`src/rtl/tree_reduce_pkg.sv`:
```
// Package: shared types for the tree reduction engine.
// Assumes nothing beyond standard SystemVerilog.
package tree_reduce_pkg;
    typedef enum logic [1:0] {
        ST_IDLE = 2'd0,
        ST_RUN  = 2'd1,
        ST_FIN  = 2'd2
    } red_state_t;
endpackage

```
`src/rtl/tr_elig.sv`:
```
// Worker eligibility decoder.
// For a round index j, worker i is active when i is a multiple of 2^j and
// 2i + 2^j is below the job count. Pure combinational logic.
// Assumes the round index stays below $clog2(MAX_N).
module tr_elig #(
    parameter int MAX_N = 16
) (
    input  logic [$clog2($clog2(MAX_N)+1)-1:0] round,
    input  logic [$clog2(MAX_N+1)-1:0]         n_q,
    output logic [MAX_N/2-1:0]                 active
);
    localparam int IDX_W = $clog2(MAX_N);
    localparam int CW    = IDX_W + 2;
    localparam int NW    = MAX_N / 2;

    logic [CW-1:0] stride;
    logic [CW-1:0] low_mask;

    // Stride and alignment mask for the current round.
    always_comb begin
        stride   = CW'(1) << round;
        low_mask = stride - CW'(1);
    end

    for (genvar i = 0; i < NW; i++) begin : g_wk
        logic [CW-1:0] partner;
        // Partner index and the two-part eligibility test for worker i.
        always_comb begin
            partner   = CW'(2 * i) + stride;
            active[i] = ((CW'(i) & low_mask) == '0) && (partner < CW'(n_q));
        end
    end
endmodule

```
`src/rtl/tr_ctrl.sv`:
```
// Round sequencer and result register.
// It latches the count on an idle start, steps the round counter once per
// cycle, then spends one cycle capturing element 0 into the result.
// Assumes n_len is within 1..MAX_N when start is sampled.
module tr_ctrl
    import tree_reduce_pkg::*;
#(
    parameter int MAX_N  = 16,
    parameter int DATA_W = 16
) (
    input  logic                               clk,
    input  logic                               rst_n,
    input  logic                               start,
    input  logic [$clog2(MAX_N+1)-1:0]         n_len,
    input  logic [DATA_W-1:0]                  elem0,
    output logic [$clog2(MAX_N+1)-1:0]         n_q,
    output logic [$clog2($clog2(MAX_N)+1)-1:0] round,
    output logic                               run,
    output logic                               busy,
    output logic                               done,
    output logic [DATA_W-1:0]                  result
);
    localparam int LOG_N = $clog2(MAX_N);
    localparam int CNT_W = $clog2(MAX_N + 1);
    localparam int RND_W = $clog2(LOG_N + 1);

    red_state_t       state;
    logic [RND_W-1:0] rounds_q;
    logic [RND_W-1:0] rnd_need;
    logic [RND_W-1:0] last_rnd;

    // Number of rounds a count needs: smallest r with 2^r >= n.
    function automatic logic [RND_W-1:0] rounds_for(input logic [CNT_W-1:0] n);
        logic [RND_W-1:0] r;
        r = '0;
        for (int k = 0; k <= LOG_N; k++) begin
            if ((32'd1 << k) < 32'(n)) r = RND_W'(k + 1);
        end
        return r;
    endfunction

    // Rounds needed by the requested count, and the last round index.
    always_comb begin
        rnd_need = rounds_for(n_len);
        last_rnd = rounds_q - RND_W'(1);
    end

    // State machine, count latch and round counter.
    always_ff @(posedge clk) begin
        if (!rst_n) begin
            state    <= ST_IDLE;
            round    <= '0;
            n_q      <= '0;
            rounds_q <= '0;
        end else begin
            case (state)
                ST_IDLE: if (start) begin
                    n_q      <= n_len;
                    rounds_q <= rnd_need;
                    round    <= '0;
                    state    <= (rnd_need == '0) ? ST_FIN : ST_RUN;
                end
                ST_RUN: begin
                    if (round == last_rnd) state <= ST_FIN;
                    else                   round <= round + RND_W'(1);
                end
                default: state <= ST_IDLE;
            endcase
        end
    end

    // Result capture and the one-cycle completion pulse.
    always_ff @(posedge clk) begin
        if (!rst_n) begin
            done   <= 1'b0;
            result <= '0;
        end else begin
            done <= (state == ST_FIN);
            if (state == ST_FIN) result <= elem0;
        end
    end

    // Status decode for the datapath and the port.
    always_comb begin
        run  = (state == ST_RUN);
        busy = (state != ST_IDLE);
    end

    assert_round_bound_R3: assert property (@(posedge clk) disable iff (!rst_n)
        (state == ST_RUN) |-> (round < rounds_q));

    assert_start_ignored_R8: assert property (@(posedge clk) disable iff (!rst_n)
        (state == ST_RUN && round != last_rnd) |=>
        (state == ST_RUN && round == $past(round) + RND_W'(1) && $stable(n_q)));

    assert_done_pulse_R10: assert property (@(posedge clk) disable iff (!rst_n)
        done |=> !done);

    assert_done_idle_R3: assert property (@(posedge clk) disable iff (!rst_n)
        done |-> !busy);

    assert_result_hold_R9: assert property (@(posedge clk) disable iff (!rst_n)
        !$stable(result) |-> done);
endmodule

```
`src/rtl/tr_array.sv`:
```
// Element storage with one adder per worker.
// Loads are accepted only while idle. During a running round, each active
// worker adds its partner element into its own even slot.
// Assumes the active mask comes from the eligibility decoder for this round.
module tr_array #(
    parameter int MAX_N  = 16,
    parameter int DATA_W = 16
) (
    input  logic                               clk,
    input  logic                               rst_n,
    input  logic                               ld_en,
    input  logic [$clog2(MAX_N)-1:0]           ld_addr,
    input  logic [DATA_W-1:0]                  ld_data,
    input  logic                               busy,
    input  logic                               run,
    input  logic [$clog2($clog2(MAX_N)+1)-1:0] round,
    input  logic [MAX_N/2-1:0]                 active,
    output logic [DATA_W-1:0]                  elem0
);
    localparam int IDX_W = $clog2(MAX_N);
    localparam int NW    = MAX_N / 2;

    logic [DATA_W-1:0]          mem [MAX_N];
    logic [NW-1:0][DATA_W-1:0]  pval;
    logic [NW-1:0][IDX_W:0]     pidx;
    logic [IDX_W:0]             stride;

    // Current stride as an index offset.
    always_comb stride = (IDX_W+1)'(1) << round;

    for (genvar i = 0; i < NW; i++) begin : g_pair
        // Partner index and value fetched by worker i.
        always_comb begin
            pidx[i] = (IDX_W+1)'(2 * i) + stride;
            if (active[i] && pidx[i] < (IDX_W+1)'(MAX_N))
                pval[i] = mem[pidx[i][IDX_W-1:0]];
            else
                pval[i] = '0;
        end
    end

    for (genvar k = 0; k < MAX_N; k++) begin : g_el
        if ((k % 2 == 0) && (k / 2 < NW)) begin : g_tgt
            // Even slot: idle load, or in-place add during a round.
            always_ff @(posedge clk) begin
                if (!rst_n)
                    mem[k] <= '0;
                else if (!busy && ld_en && ld_addr == IDX_W'(k))
                    mem[k] <= ld_data;
                else if (run && active[k/2])
                    mem[k] <= mem[k] + pval[k/2];
            end
        end else begin : g_src
            // Odd slot: written only by an idle load.
            always_ff @(posedge clk) begin
                if (!rst_n)
                    mem[k] <= '0;
                else if (!busy && ld_en && ld_addr == IDX_W'(k))
                    mem[k] <= ld_data;
            end
        end
    end

    assign elem0 = mem[0];

    logic [MAX_N-1:0] src_mask;
    logic [MAX_N-1:0] dst_mask;

    // Elements read and written by the active workers this cycle.
    always_comb begin
        src_mask = '0;
        dst_mask = '0;
        for (int i = 0; i < NW; i++) begin
            if (active[i]) begin
                dst_mask[2*i] = 1'b1;
                if (pidx[i] < (IDX_W+1)'(MAX_N)) src_mask[pidx[i][IDX_W-1:0]] = 1'b1;
            end
        end
    end

    assert_no_overlap_R11: assert property (@(posedge clk) disable iff (!rst_n)
        run |-> ((src_mask & dst_mask) == '0));

    assert_load_blocked_R2: assert property (@(posedge clk) disable iff (!rst_n)
        (busy && !run) |=> $stable(elem0));
endmodule

```
`src/rtl/tree_reduce.sv`:
```
// Top of the in-place tree reduction engine.
// It wires the sequencer, the eligibility decoder and the element array.
// Assumes 1 <= n_len <= MAX_N at start, and MAX_N >= 2.
module tree_reduce #(
    parameter int MAX_N  = 16,
    parameter int DATA_W = 16
) (
    input  logic                       clk,
    input  logic                       rst_n,
    input  logic                       start,
    input  logic [$clog2(MAX_N+1)-1:0] n_len,
    input  logic                       ld_en,
    input  logic [$clog2(MAX_N)-1:0]   ld_addr,
    input  logic [DATA_W-1:0]          ld_data,
    output logic                       busy,
    output logic                       done,
    output logic [DATA_W-1:0]          result
);
    localparam int CNT_W = $clog2(MAX_N + 1);
    localparam int RND_W = $clog2($clog2(MAX_N) + 1);

    logic [CNT_W-1:0]   n_q;
    logic [RND_W-1:0]   round;
    logic               run;
    logic [MAX_N/2-1:0] active;
    logic [DATA_W-1:0]  elem0;

    tr_ctrl #(.MAX_N(MAX_N), .DATA_W(DATA_W)) u_ctrl (
        .clk(clk), .rst_n(rst_n), .start(start), .n_len(n_len),
        .elem0(elem0), .n_q(n_q), .round(round), .run(run),
        .busy(busy), .done(done), .result(result)
    );

    tr_elig #(.MAX_N(MAX_N)) u_elig (
        .round(round), .n_q(n_q), .active(active)
    );

    tr_array #(.MAX_N(MAX_N), .DATA_W(DATA_W)) u_array (
        .clk(clk), .rst_n(rst_n), .ld_en(ld_en), .ld_addr(ld_addr),
        .ld_data(ld_data), .busy(busy), .run(run), .round(round),
        .active(active), .elem0(elem0)
    );
endmodule

```
`config.mk`:
```
export PLATFORM = sky130hd
export DESIGN_NAME = tree_reduce
export DESIGN_NICKNAME = d
export VERILOG_FILES = /design/src/rtl/tree_reduce_pkg.sv /design/src/rtl/tr_elig.sv /design/src/rtl/tr_ctrl.sv /design/src/rtl/tr_array.sv /design/src/rtl/tree_reduce.sv
export SDC_FILE = /design/constraint.sdc
export NUM_CORES = 1
export LEC_CHECK = 0
export CORE_MARGIN = 10
export CORE_UTILIZATION = 29
export DETAILED_ROUTE_END_ITERATION = 10
export GPL_ROUTABILITY_DRIVEN = 0
export PLACE_DENSITY = 0.47
export REMOVE_ABC_BUFFERS = 1
export SYNTH_ARGS = -nofsm -noshare
export SYNTH_HDL_FRONTEND = slang
export SYNTH_SLANG_ARGS = --single-unit
```
`constraint.sdc`:
```
create_clock -name clk -period 8.1 [get_ports clk]
set_input_delay 2.43 -clock clk [delete_from_list [all_inputs] [get_ports clk]]
set_output_delay 2.43 -clock clk [all_outputs]
set_load 0.01 [all_outputs]
```
# ---- Word level (Yosys, flattened, before mapping)
# Memory sizes are Yosys's and may differ from the RTL's.
# Index checks and enable logic that the tools add are counted.
dict set report totals {
  mem_count 1
  reg_bits 30
  wordCells 281
  inputBits 29
  latchBits 0
  mem_bits_ro 0
  mem_bits_rw 256
}
# memory words word_bits read_ports rd_clocked_by_memory_dff wr line_no
set mem_list {}
lappend mem_list {u_array.mem 16 16 16 0 16 tr_array.sv:23} ;# logic [DATA_W-1:0] mem [MAX_N];
dict set report op_classes {
  n_eq_ne 21
  order_cmp 21
  shift 2
  multipliers 0
  reduce_logical 56
  n_mux 125
  n_bitwise 24
  add_sub_neg 25
  div 0
}
# op count
set op_table {}
lappend op_table {{$mux W16} 32}
lappend op_table {{$add A16 B16 Y16} 8}
lappend op_table {{$mux W1} 82}
lappend op_table {{$lt A6 B5 Y1} 8}
lappend op_table {{$logic_not A6 Y1} 7}
lappend op_table {{$logic_and A1 B1 Y1} 40}
lappend op_table {{$lt A5 B5 Y1 const B} 8}
lappend op_table {{$eq A4 B4 Y1 const B} 8}
lappend op_table {{$add A4 B6 Y6 const A} 4}
lappend op_table {{$or A1 B1 Y1} 24}
lappend op_table {{$add A4 B5 Y5 const A} 4}
lappend op_table {{$eq A4 B3 Y1 const B} 4}
lappend op_table {{$add A3 B6 Y6 const A} 2}
lappend op_table {{$mux W3} 4}
lappend op_table {{$add A3 B5 Y5 const A} 2}
lappend op_table {{$mux W2} 5}
lappend op_table {{$eq A4 B2 Y1 const B} 2}
lappend op_table {{$add A2 B6 Y6 const A} 1}
lappend op_table {{$ne A2 B2 Y1 const B} 3}
lappend op_table {{$pmux W3 S2} 1}
lappend op_table {{$shl A1 B3 Y6 const A} 1}
lappend op_table {{$sub A3 B1 Y3 const B} 2}
lappend op_table {{$add A2 B5 Y5 const A} 1}
lappend op_table {{$lt A1 B5 Y1 const A} 1}
lappend op_table {{other kinds (18)} 20}

# ---- Longest topological paths before layout
# Gate-level depths: netlist (run 1).
dict set report depth {
  word_depth 10
  ltp_mapped 28
  depth_no_buf 23
}

# ---- By module
# From an unflattened synthesis (run 1), not the netlist that was laid out.
dict set report hier_totals {
  cells_unflattened 2662
  area_unflattened_um2 23130.9
}
# module cells_per_inst n_inst area_per_inst_um2
set modules_own_cells {}
lappend modules_own_cells {tr_array 2394 1 20900.0}
lappend modules_own_cells {tr_ctrl 150 1 1306.3}
lappend modules_own_cells {tr_elig 118 1 924.6}

# ---- Worst setup path before layout (run 1)
# Ideal clock, no wire load.
dict set report synth_path {
  path_type {register to register}
  from {register u_ctrl.round[1]}
  to {memory u_array.mem[14][14] (data pin)}
  setup_time_ps 260
  path_stages_with_launch 29
  period_less_slack_ps 6329
  required_time_ps 7840
  t_arrival_ps 6068
  setup_slack_ps 1771
  cell_sequence {dfxtp_1 -> clkbuf_1 -> inv_1 -> ha_1 -> nor2b_1 -> buf_2 -> inv_2 -> buf_1 -> ha_1 -> xnor2_1 -> clkinv_1 -> clkbuf_1 -> ha_1 -> o21ai_0 -> a21oi_1 -> nor3_1 -> clkbuf_1 -> and3_1 -> ha_1 -> inv_1 -> fa_1 -> nor2b_1 -> o21ai_0 -> a21boi_0 -> nor3_1 -> o31ai_1 -> a211oi_1 -> mux2_2 -> nand2_1}
}
# element line_no
set synth_rtl {}
lappend synth_rtl {{from (decl)} tr_ctrl.sv:17} ;# output logic [$clog2($clog2(MAX_N)+1)-1:0] round,
lappend synth_rtl {{from (signal assigned)} tr_ctrl.sv:65} ;# else round <= round + RND_W'(1);
lappend synth_rtl {{to (decl)} tr_array.sv:23}

==> metrics.txt, run 1 <==
Slowest-stage cell, CP dfxtp_1; Critical Path AT between 7 and 8 ns; CTS tree yes; Finished Layout Cells approximately 3600; status completed; CP endpoint kind flop; max-cap viol count 0; HPWL after DPL roughly 70000 um; Worst-path clk slew 0.06 ns; initial DRC count ~2200; Critical R2R Launch u_ctrl.round[2]$_SDFFE_PN0P_; GRT Max-Usage Layer met2; drt wl/cell ~26 um; DR vias/cell approximately 5.5; fin. max-slew vios 0; CP Max Fanout 24; setup TNS 0 ns; Power Density 199 nW/um^2; worst reg2reg setup slack 1.06 ns; Area Overhead vs Synth 12.2%; # H-tree levels 2; Hold Path Sink u_ctrl.result[9]$_SDFFE_PN0P_; CP Class flop to flop; FF+latch count, synth 286; post-cts resize count 0; Num CTS Buffers 36; Max Fclk between 100 and 150 MHz; R2R Path End u_array.mem[2][14]$_DFFE_PP_; layout cells sized above 1 slightly below 6%; Ys Warns 0; GRT met3 Usage under 10%; Worst Path Required 8.40 ns; Post-CTS Setup Bufs 0; Slew HR a little over a tenth; crit path launch type flop; drt first pass iters 5; grt met2 use a little under a third; total gr overflow 0; clk buf depth 3; DRT Wirelength roughly 94000 um; fin crit period about 7.0 ns; I/O pin count 47; Hold WC Path Type flop to flop; post-synthesis sequential area ratio approximately a third; clk sinks ~290; Syn Inst Count about 2500; antenna cell count 0; cell mode on critical path ha_1; Hold Slack 0.463 ns; vias in the first global route ~19000; Post-synth EDFFs approximately 260; Routed Antenna Nets 0; Slew @ Worst Pin about 1.3 ns; R2R depth 23; worst path cell trace clkinv_1 > ha_1 > inv_1 > xnor2_1 > buf_4 > clkinv_1 > ha_1 > nand4_1 > o211ai_1 > nor4_1 > buf_4 > and3_1 > ha_1 > inv_1 > fa_1 > nor2b_1 > o21ai_0 > a21o_1 > a211oi_1 > nor3_1 > o31ai_1 > xnor2_1 > o21ai_0; number of antenna violations at the first check in global routing 7; clock skew 0.0208 ns; # port buffers 46; # setup viols final 0; clock latency on the worst-skew pair around 0.56 ns; top_reg_cell synth edfxtp_1; met1 Resource Use GR about a quarter; core box area between 80000 and 90000 um^2; Mean Syn Cell Area 9.39 um^2; Yosys cell types 73; starting density of the core 29.2%; worst slack at placement approximately 1.2 ns; Root Driver clkbuf_16; Hold Path Cell Cnt 2; drt drc 0; total track usage 19.3%; Die Ht between 300 and 400 um; Final Hold Fails 0; CP max stage delay between 0.7 and 0.8 ns; Mapped Area approximately 24000 um^2; pin count of the biggest net entering global routing 61; asr flop ratio synth 0%; Via Count 19900; number of hold-repair buffers added at the cts stage 0; die area a little over 90000 um^2; NumNets Final 2697; final worst-path cycle share between 80% and 90%; Die X 305 um; Rows between 100 and 150; final worst slack around 1.1 ns; hold wc startpoint u_ctrl.result[9]$_SDFFE_PN0P_; Util after Layout between 30 and 40%; worst vdd ir 111 uV; placed cell count about 3500; Pleak ~12 nW; first-pass GRT wire length roughly 130000 um; RSZ-0062 raised after global routing no
-- sequential cells by signal (all words and copies together) (netlist names) --
signal,cells
u_array.mem,256
u_ctrl.done,1
u_ctrl.n_q,5
u_ctrl.result,16
u_ctrl.round,3
u_ctrl.rounds_q,3
u_ctrl.state,2
-- cells in the final DEF (no fill, tap or decap), drive strengths merged, types with 24 or more instances in the layout --
| master | count |
|---|---|
| nand3 | 36 |
| a21o | 30 |
| nor2 | 95 |
| and3 | 92 |
| a21oi | 73 |
| o21ai | 143 |
| nand2 | 356 |
| ha | 147 |
| nor3 | 36 |
| edfxtp | 256 |
| a211oi | 44 |
| and2 | 177 |
| dfxtp | 30 |
| clkdlybuf4s50 | 39 |
| clkbuf | 48 |
| a22o | 40 |
| nor2b | 27 |
| xor2 | 60 |
| buf | 61 |
| mux2i | 368 |
| a21boi | 24 |
| inv | 67 |
| xnor2 | 52 |
-- layout make-up --
type,instances,area [um^2]
clock buffer,48,1010
clock inverter,18,193
fill,8205,54100
inverter,71,268
multi-input combinational,2018,14500
sequential,286,8290
tap,1060,1330
timing repair buffer,100,843
-- worst max-delay path by stage --
| stage | startpoint | endpoint | slack (ns) | cells after the start |
|---|---|---|---|---|
| 5_1_grt | u_ctrl.round[1]$_SDFFE_PN0P_ | u_array.mem[6][11]$_DFFE_PP_ | 0.41 | 23 |
| 6_report | u_ctrl.round[2]$_SDFFE_PN0P_ | u_array.mem[2][14]$_DFFE_PP_ | 1.06 | 23 |
| 4_1_cts | u_ctrl.round[1]$_SDFFE_PN0P_ | u_array.mem[6][11]$_DFFE_PP_ | 1.17 | 23 |
| 2_1_floorplan | u_ctrl.round[1]$_SDFFE_PN0P_ | u_array.mem[14][14]$_DFFE_PP_ | -5.21 | 23 |
| 3_3_place_gp | u_ctrl.round[1]$_SDFFE_PN0P_ | u_array.mem[6][11]$_DFFE_PP_ | 1.28 | 23 |
| 3_5_place_dp | u_ctrl.round[1]$_SDFFE_PN0P_ | u_array.mem[6][11]$_DFFE_PP_ | 1.21 | 23 |
-- synth_stat cells (8+ instances only) --
cell type	number	area (um^2)
mux2i_1	368	3680
nand2_1	356	1340
edfxtp_1	256	7690
and2_1	177	1110
ha_1	147	1840
o21ai_0	140	701
nor2_1	95	357
and3_1	92	576
clkbuf_1	89	334
a21oi_1	73	365
inv_1	64	240
xor2_1	60	526
xnor2_1	52	455
a211oi_1	42	315
a22o_1	40	350
nand3_1	36	180
nor3_1	35	175
a21o_1	30	225
dfxtp_1	30	601
nor2b_1	27	169
a21boi_0	24	180
nand2b_1	21	131
o211ai_1	21	158
buf_1	20	75.1
buf_2	20	100
o21a_1	19	143
or3_1	15	93.8
a31oi_1	13	81.3
o31ai_1	12	90.1
nand3b_1	11	82.6
nand4_1	9	56.3
a211o_1	8	70.1
fa_1	8	160
-- power by group --
part | switching, mW | leakage (nW) | internal [mW] | total [mW]
combinational | 1.17 | 8.07 | 0.643 | 1.82
clock | 0.675 | 0.588 | 1.00 | 1.68
sequential | 0.0582 | 2.90 | 1.70 | 1.75
total | 1.91 | 11.6 | 3.34 | 5.25
-- critical path, delay by kind of cell (launching register included) --
family / cells / cell delay, ns
compound gates: 6 / 1.14
flops: 1 / 0.73
fa+ha+maj: 4 / 1.73
simple gates: 5 / 0.75
xor+xnor: 2 / 0.35
buf+inv: 6 / 2.07
-- per-stage QoR --
step / power (mW) / instance area [um^2]
after CTS: 5.24 / 26400
after global routing: 5.47 / 26400
after global placement: 3.55 / 25200
final: 5.25 / 26400
after floorplan: 2.96 / 23000
after detailed placement: 3.55 / 25200
-- cell families (layout without fill, tap and decap cells) --
logic type	Yosys count	after routing	share of synthesized area [%]
AOI/OAI and AO/OA	475	475	13.4
adders and majority gates	155	155	8.49
and+or+nand+nor	900	900	18.9
xor gates and xnor gates	112	112	4.17
DFF	286	286	35.2
muxes	376	376	16.3
buffers and inverters	204	237	3.46
-- per-layer routing --
| metal | vias up | share of wire (%) |
|---|---|---|
| met3 | 152 | 6.6 |
| met4 | 0 | 3.6 |
| met1 | 9797 | 44 |
| met5 | - | 0 |
| met2 | 802 | 46 |
| li1 | 9153 | - |
Note: power is estimated with default switching activity, not from simulation.
==> inputs of run 2 (changes only) <==
Settings changed: CORE_ASPECT_RATIO from default to 1.5.
Clock period 8.1 ns to 7.1 ns, I/O delays scaled along.
==> run 2 against run 1 <==
  * Clock power barely moved
  * First-iteration DRC count barely moved
  * Register-to-register slack got worse by 0.34 ns
  * Utilization fell by 0.13 points
  * Non-clock buffer count rose by 8
  * Critical path depth did not move
  * Hold slack did not move
  * Power rose by 11%
  * Clock skew rose by 0.0049 ns
  * Sequential power rose by 14%
  * Global-route usage rose by 1.6 points
  * Flip-flop and latch count did not move
==> metrics.txt, run 2 (synthesis gave the netlist of run 1 again) <==
status completed; most frequent cells in the layout 368 x mux2i_1, 356 x nand2_1, 256 x edfxtp_1; grt met2 use 36.8%; layout cells sized above 1 approximately 6.1%; Post-CTS Setup Bufs 0; CTS tree yes; Net Sw Frac 37.4%; CP Max Fanout 28; Hold Path Cell Cnt 2; Routed Antenna Nets 0; CP delay by family, top compound AO/OA/AOI/OAI gates; vias in the first global route 19600; Die Ht 369 um; final worst-path cycle share between 80% and 90%; core box area between 80000 and 90000 um^2; WP buf/inv 5; GRT Max-Usage Layer met2; Slew HR approximately 7.7%; Pint roughly 3.6 mW; Critical Path AT roughly 6.7 ns; cell mode on critical path ha_1; met1 Resource Use GR a little under a quarter; fin. max-slew vios 0; Filler cells between 8000 and 9000; Power Density 222 nW/um^2; clock latency on the worst-skew pair 0.62 ns; clk sinks 286; Final Hold Fails 0; clock share of power between 20% and 30%; worst path cell trace inv_1 > ha_1 > nor2b_4 > clkinv_2 > buf_4 > ha_1 > nor2b_1 > o211ai_1 > nand2_1 > a21o_1 > a2111oi_2 > buf_4 > nand3_1 > inv_1 > ha_1 > a211oi_1 > o21ai_0 > a2111oi_0 > or3_1 > a41o_1 > or3_1 > a31oi_1 > a21o_1; Hold WC Path Type flop to flop; Util after Layout between 30% and 40%; HPWL after DPL about 76000 um; starting density of the core between 20% and 30%; CP endpoint kind flop; critical path depth 23; GRT met3 Usage under 10%; Hold Slack 0.463 ns; max reg flops approximately 260; Die X roughly 250 um; Worst-path clk slew 0.06 ns; initial DRC count between 2000 and 2500; Rows about 130; die area 93200 um^2; I/O pin count 47; Via Count about 20000; total track usage a little over a fifth; Psw 2.18 mW; Post-DP Area approximately 25000 um^2; Pleak 11.5 nW; first-pass GRT wire length ~140000 um; # setup viols final 0; number of hold-repair buffers added at the cts stage 0; worst vdd ir approximately 99 uV; Slowest-stage cell, CP a2111oi_0; Num CTS Buffers 31; fin crit period around 6.4 ns; # H-tree levels 1; number of antenna violations at the first check in global routing 4; fin area 26200 um^2; Worst Path Required 7.45 ns; CP max stage delay between 0.8 and 0.9 ns; Slew @ Worst Pin between 1 and 1.5 ns; clock skew ~0.026 ns; max-cap viol count 0; Comb pwr share between 30% and 40%; DR vias/cell between 5 and 6; post-cts resize count 0; Root Driver clkbuf_16; worst slack at placement 0.794 ns; Area Overhead vs Synth 11.4%; drt first pass iters 6; CP Class flop to flop; RSZ-0062 raised after global routing no; Max Fclk ~160 MHz; total gr overflow 0; drt drc 0; # port buffers 46; pin count of the biggest net entering global routing 55; final worst slack just over 0.7 ns; clk buf depth 3; R2R depth 23; biggest regs u_array.mem (256), u_ctrl.result (16), u_ctrl.n_q (5); Top reg by flops u_array.mem; setup TNS 0 ns; NumNets Final 2700; DRT Wirelength approximately 100000 um; crit path launch type flop; Flop pwr share 34.3%; drt wl/cell approximately 28 um; commonest non-fill, non-tap cell in the layout mux2i_1
-- run 2: layout make-up --
type                            count  area (um^2)  share of cell area, %
Antenna cell                        1         2.50                0.00954
Clock buffer                       36          795                   3.03
Clock inverter                     18          214                  0.816
Inverter                           71          268                   1.02
Multi-Input combinational cell   2018        14500                   55.2
Sequential cell                   286         8290                   31.6
Tap cell                         1032         1290                   4.92
Timing Repair Buffer              108          876                   3.34
-- run 2: power by group through the flow --
stage | logic, mW | clock network, mW | registers (mW)
6_report | 2.12 | 1.71 | 2.00
5_1_grt | 2.25 | 1.80 | 2.01
4_1_cts | 2.08 | 1.74 | 2.00
3_5_place_dp | 2.07 | 0 | 2.03
3_3_place_gp | 2.06 | 0 | 2.03
2_1_floorplan | 1.37 | 0 | 2.01
-- run 2: path summary, 6_finish.rpt --
kind | slack, ns | start | to
worst min-delay path | 0.46 | u_ctrl.result[3]$_SDFFE_PN0P_ | u_ctrl.result[3]$_SDFFE_PN0P_
worst max-delay path | 0.71 | u_ctrl.round[1]$_SDFFE_PN0P_ | u_array.mem[12][15]$_DFFE_PP_
worst max register to register | 0.71 | u_ctrl.round[1]$_SDFFE_PN0P_ | u_array.mem[12][15]$_DFFE_PP_
worst min register to register | 0.46 | u_ctrl.result[3]$_SDFFE_PN0P_ | u_ctrl.result[3]$_SDFFE_PN0P_
-- run 2: worst register-to-register path: stages, from the launching register on --
cell	delay [ns]
dfxtp_1	0.44
inv_1	0.16
ha_1	0.45
nor2b_4	0.28
clkinv_2	0.07
buf_4	0.29
ha_1	0.44
nor2b_1	0.08
o211ai_1	0.16
nand2_1	0.13
a21o_1	0.21
a2111oi_2	0.38
buf_4	0.27
nand3_1	0.23
inv_1	0.12
ha_1	0.24
a211oi_1	0.31
o21ai_0	0.16
a2111oi_0	0.89
or3_1	0.22
a41o_1	0.22
or3_1	0.13
a31oi_1	0.08
a21o_1	0.17
-- run 2: metrics by stage --
step	total power, mW	std cells
after detailed placement	4.11	3515
after global routing	6.05	3569
after CTS	5.82	3569
final	5.83	3570
after global placement	4.09	3515
after floorplan	3.37	2375
-- run 2: per-layer routing --
layer  part of all wire, %  up-vias
li1                      -     9160
met1                    37     9811
met2                    49      790
met3                   5.2      267
met4                   8.6        0
met5                     0        -
==> inputs of run 3 (changes only) <==
Settings changed: ABC_CLOCK_PERIOD_IN_PS from default to 7100, CAP_MARGIN from default to 5, SKIP_CTS_REPAIR_TIMING from default to 1.
==> run 3 against run 2 <==
  * Die area did not move
  * Critical path depth unchanged
  * Cell count unchanged
  * Critical endpoint unchanged
  * Flip-flop and latch count unchanged
  * Critical path type unchanged
  * Fmax is 0.30% lower
  * Global-route usage did not move
  * Register-to-register slack got worse by 0.02 ns
  * Largest cell class unchanged
  * Via count is essentially flat
  * Power about the same
==> metrics.txt, run 3 (synthesis gave the netlist of run 1 again) <==
status completed; Top reg by flops u_array.mem; Slew HR ~15%; Multi-input gate area approximately 14000 um^2; fin crit period between 6 and 7 ns; Die Ht ~370 um; max reg flops around 260; Comb pwr share a little over a third; Power Density 222 nW/um^2; number of antenna violations at the first check in global routing 4; die area ~93000 um^2; Die X about 250 um; initial DRC count about 2100; CP delay by family, top compound AO/OA/AOI/OAI gates; crit path launch type flop; Util after Layout ~33%; placed cell count roughly 3500; first-pass GRT wire length about 140000 um; fin. max-slew vios 0; Pleak between 10 and 15 nW; vias in the first global route about 20000; Pint around 3.6 mW; DRT Wirelength just over 100000 um; worst reg2reg setup slack roughly 0.7 ns; Worst-path clk slew roughly 0.06 ns; max layer used met4; WP buf/inv 5; most frequent cells in the layout 368 x mux2i_1, 356 x nand2_1, 256 x edfxtp_1; Final Hold Fails 0; Hold Path Sink u_ctrl.result[3]$_SDFFE_PN0P_; Filler cells 8230; RSZ-0062 raised after global routing no; HPWL after DPL roughly 76000 um; Slowest-stage cell, CP a2111oi_0; antenna cell count 0; CTS tree yes; final worst-path cycle share between 90 and 100%; Routed Antenna Nets 0; Psw ~2.2 mW; Via Count ~20000; CP endpoint kind flop; CP Class flop to flop; worst path cell trace inv_1 > ha_1 > nor2b_4 > clkinv_2 > buf_4 > ha_1 > nor2b_1 > o211ai_1 > nand2_1 > a21o_1 > a2111oi_2 > buf_4 > nand3_1 > inv_1 > ha_1 > a211oi_1 > o21ai_0 > a2111oi_0 > or3_1 > a41o_1 > or3_1 > a31oi_1 > a21o_1; Flop pwr share about a third; Slew @ Worst Pin between 1 and 1.5 ns; drt first pass iters 6; R2R Path End u_array.mem[12][15]$_DFFE_PP_; met1 wire length approximately 37000 um; cell mode on critical path ha_1; met3 routed WL between 4000 and 5000 um; clock share of power 29.3%; clock latency on the worst-skew pair 0.62 ns; Hold WC Path Type flop to flop; Finished Layout Cells around 3600; starting density of the core between 20 and 30%; Reg area just over 8000 um^2; Rows approximately 130; clock skew ~0.027 ns; # setup viols final 0; worst vdd ir between 90 and 100 uV; Root Driver clkbuf_16; I/O pin count 47; CP max stage delay about 0.85 ns; # H-tree levels 1; R2R depth 23; Num CTS Buffers 31; max-cap viol count 0; DR vias/cell about 5.6; layout cells sized above 1 approximately 6.1%; Area Overhead vs Synth 11.4%; Net Sw Frac between 30% and 40%; total track usage between 20% and 30%; Worst Path Required roughly 7.5 ns; clk sinks 286; core box area between 80000 and 90000 um^2; total gr overflow 0; Power Total ~5.8 mW; clk buf depth 3; drt drc 0; drt wl/cell 28.2 um; CP Max Fanout 28; commonest non-fill, non-tap cell in the layout mux2i_1; Max Fclk 156 MHz; Critical Path AT between 6 and 7 ns; biggest regs u_array.mem (256), u_ctrl.result (16), u_ctrl.n_q (5); # port buffers 46; pin count of the biggest net entering global routing between 50 and 60; met2 wire length between 40000 and 50000 um; hold wc startpoint u_ctrl.result[3]$_SDFFE_PN0P_; Hold Path Cell Cnt 2; NumNets Final about 2700; Critical R2R Launch u_ctrl.round[1]$_SDFFE_PN0P_
-- run 3: cell count changes in the layout (fill, tap and decap cells not counted) --
cell / change
clkbuf_8: +1
diode_2: -1
-- run 3: stage by stage --
stage	hold WS (ns)	setup TNS, ns	instance area (um^2)	worst slack, ns
2_1_floorplan	0.443	-1123.57	23000	-6.21
3_3_place_gp	0.449	0	25200	0.950
3_5_place_dp	0.457	0	25200	0.794
4_1_cts	0.467	0	26200	0.773
5_1_grt	0.487	0	26200	0.218
6_report	0.463	0	26200	0.694
-- run 3: how the worst max path moves through the flow --
stage	startpoint	end	slack (ns)	cells after the start
floorplan	u_ctrl.round[1]$_SDFFE_PN0P_	u_array.mem[14][14]$_DFFE_PP_	-6.21	23
global placement	u_ctrl.round[1]$_SDFFE_PN0P_	u_array.mem[12][15]$_DFFE_PP_	0.95	23
detailed placement	u_ctrl.round[1]$_SDFFE_PN0P_	u_array.mem[12][15]$_DFFE_PP_	0.79	23
CTS	u_ctrl.round[1]$_SDFFE_PN0P_	u_array.mem[12][15]$_DFFE_PP_	0.77	23
global route	u_ctrl.round[1]$_SDFFE_PN0P_	u_array.mem[12][15]$_DFFE_PP_	0.22	23
finish	u_ctrl.round[1]$_SDFFE_PN0P_	u_array.mem[12][15]$_DFFE_PP_	0.69	23
-- run 3: layer usage --
metal | track usage [%] | up-vias
met2 | 36.8 | 761
met5 | 0 | -
li1 | - | 9170
met4 | 15.8 | 0
met1 | 22.8 | 9843
met3 | 2.36 | 267
-- run 3: cell type report --
class / count / area share (%)
sequential: 286 / 31.6
timing repair buffer: 109 / 3.39
inverter: 71 / 1.02
tap: 1032 / 4.92
clock inverter: 18 / 0.816
clock buffer: 36 / 3.03
multi-input combinational: 2018 / 55.2
-- run 3: worst reg2reg max path: stages (launching register included) --
cell       delay [ns]
dfxtp_1          0.44
inv_1            0.16
ha_1             0.46
nor2b_4          0.29
clkinv_2         0.07
buf_4            0.29
ha_1             0.44
nor2b_1          0.08
o211ai_1         0.16
nand2_1          0.12
a21o_1           0.21
a2111oi_2        0.42
buf_4            0.27
nand3_1          0.23
inv_1            0.12
ha_1             0.24
a211oi_1         0.31
o21ai_0          0.16
a2111oi_0        0.85
or3_1            0.22
a41o_1           0.22
or3_1            0.13
a31oi_1          0.08
a21o_1           0.17
-- run 3: power by group through the flow --
stage / Combinational, mW / Clock, mW / Sequential, mW
3_5_place_dp: 2.07 / 0 / 2.03
5_1_grt: 2.25 / 1.80 / 2.01
2_1_floorplan: 1.37 / 0 / 2.01
3_3_place_gp: 2.06 / 0 / 2.03
6_report: 2.12 / 1.70 / 2.00
4_1_cts: 2.08 / 1.74 / 2.00
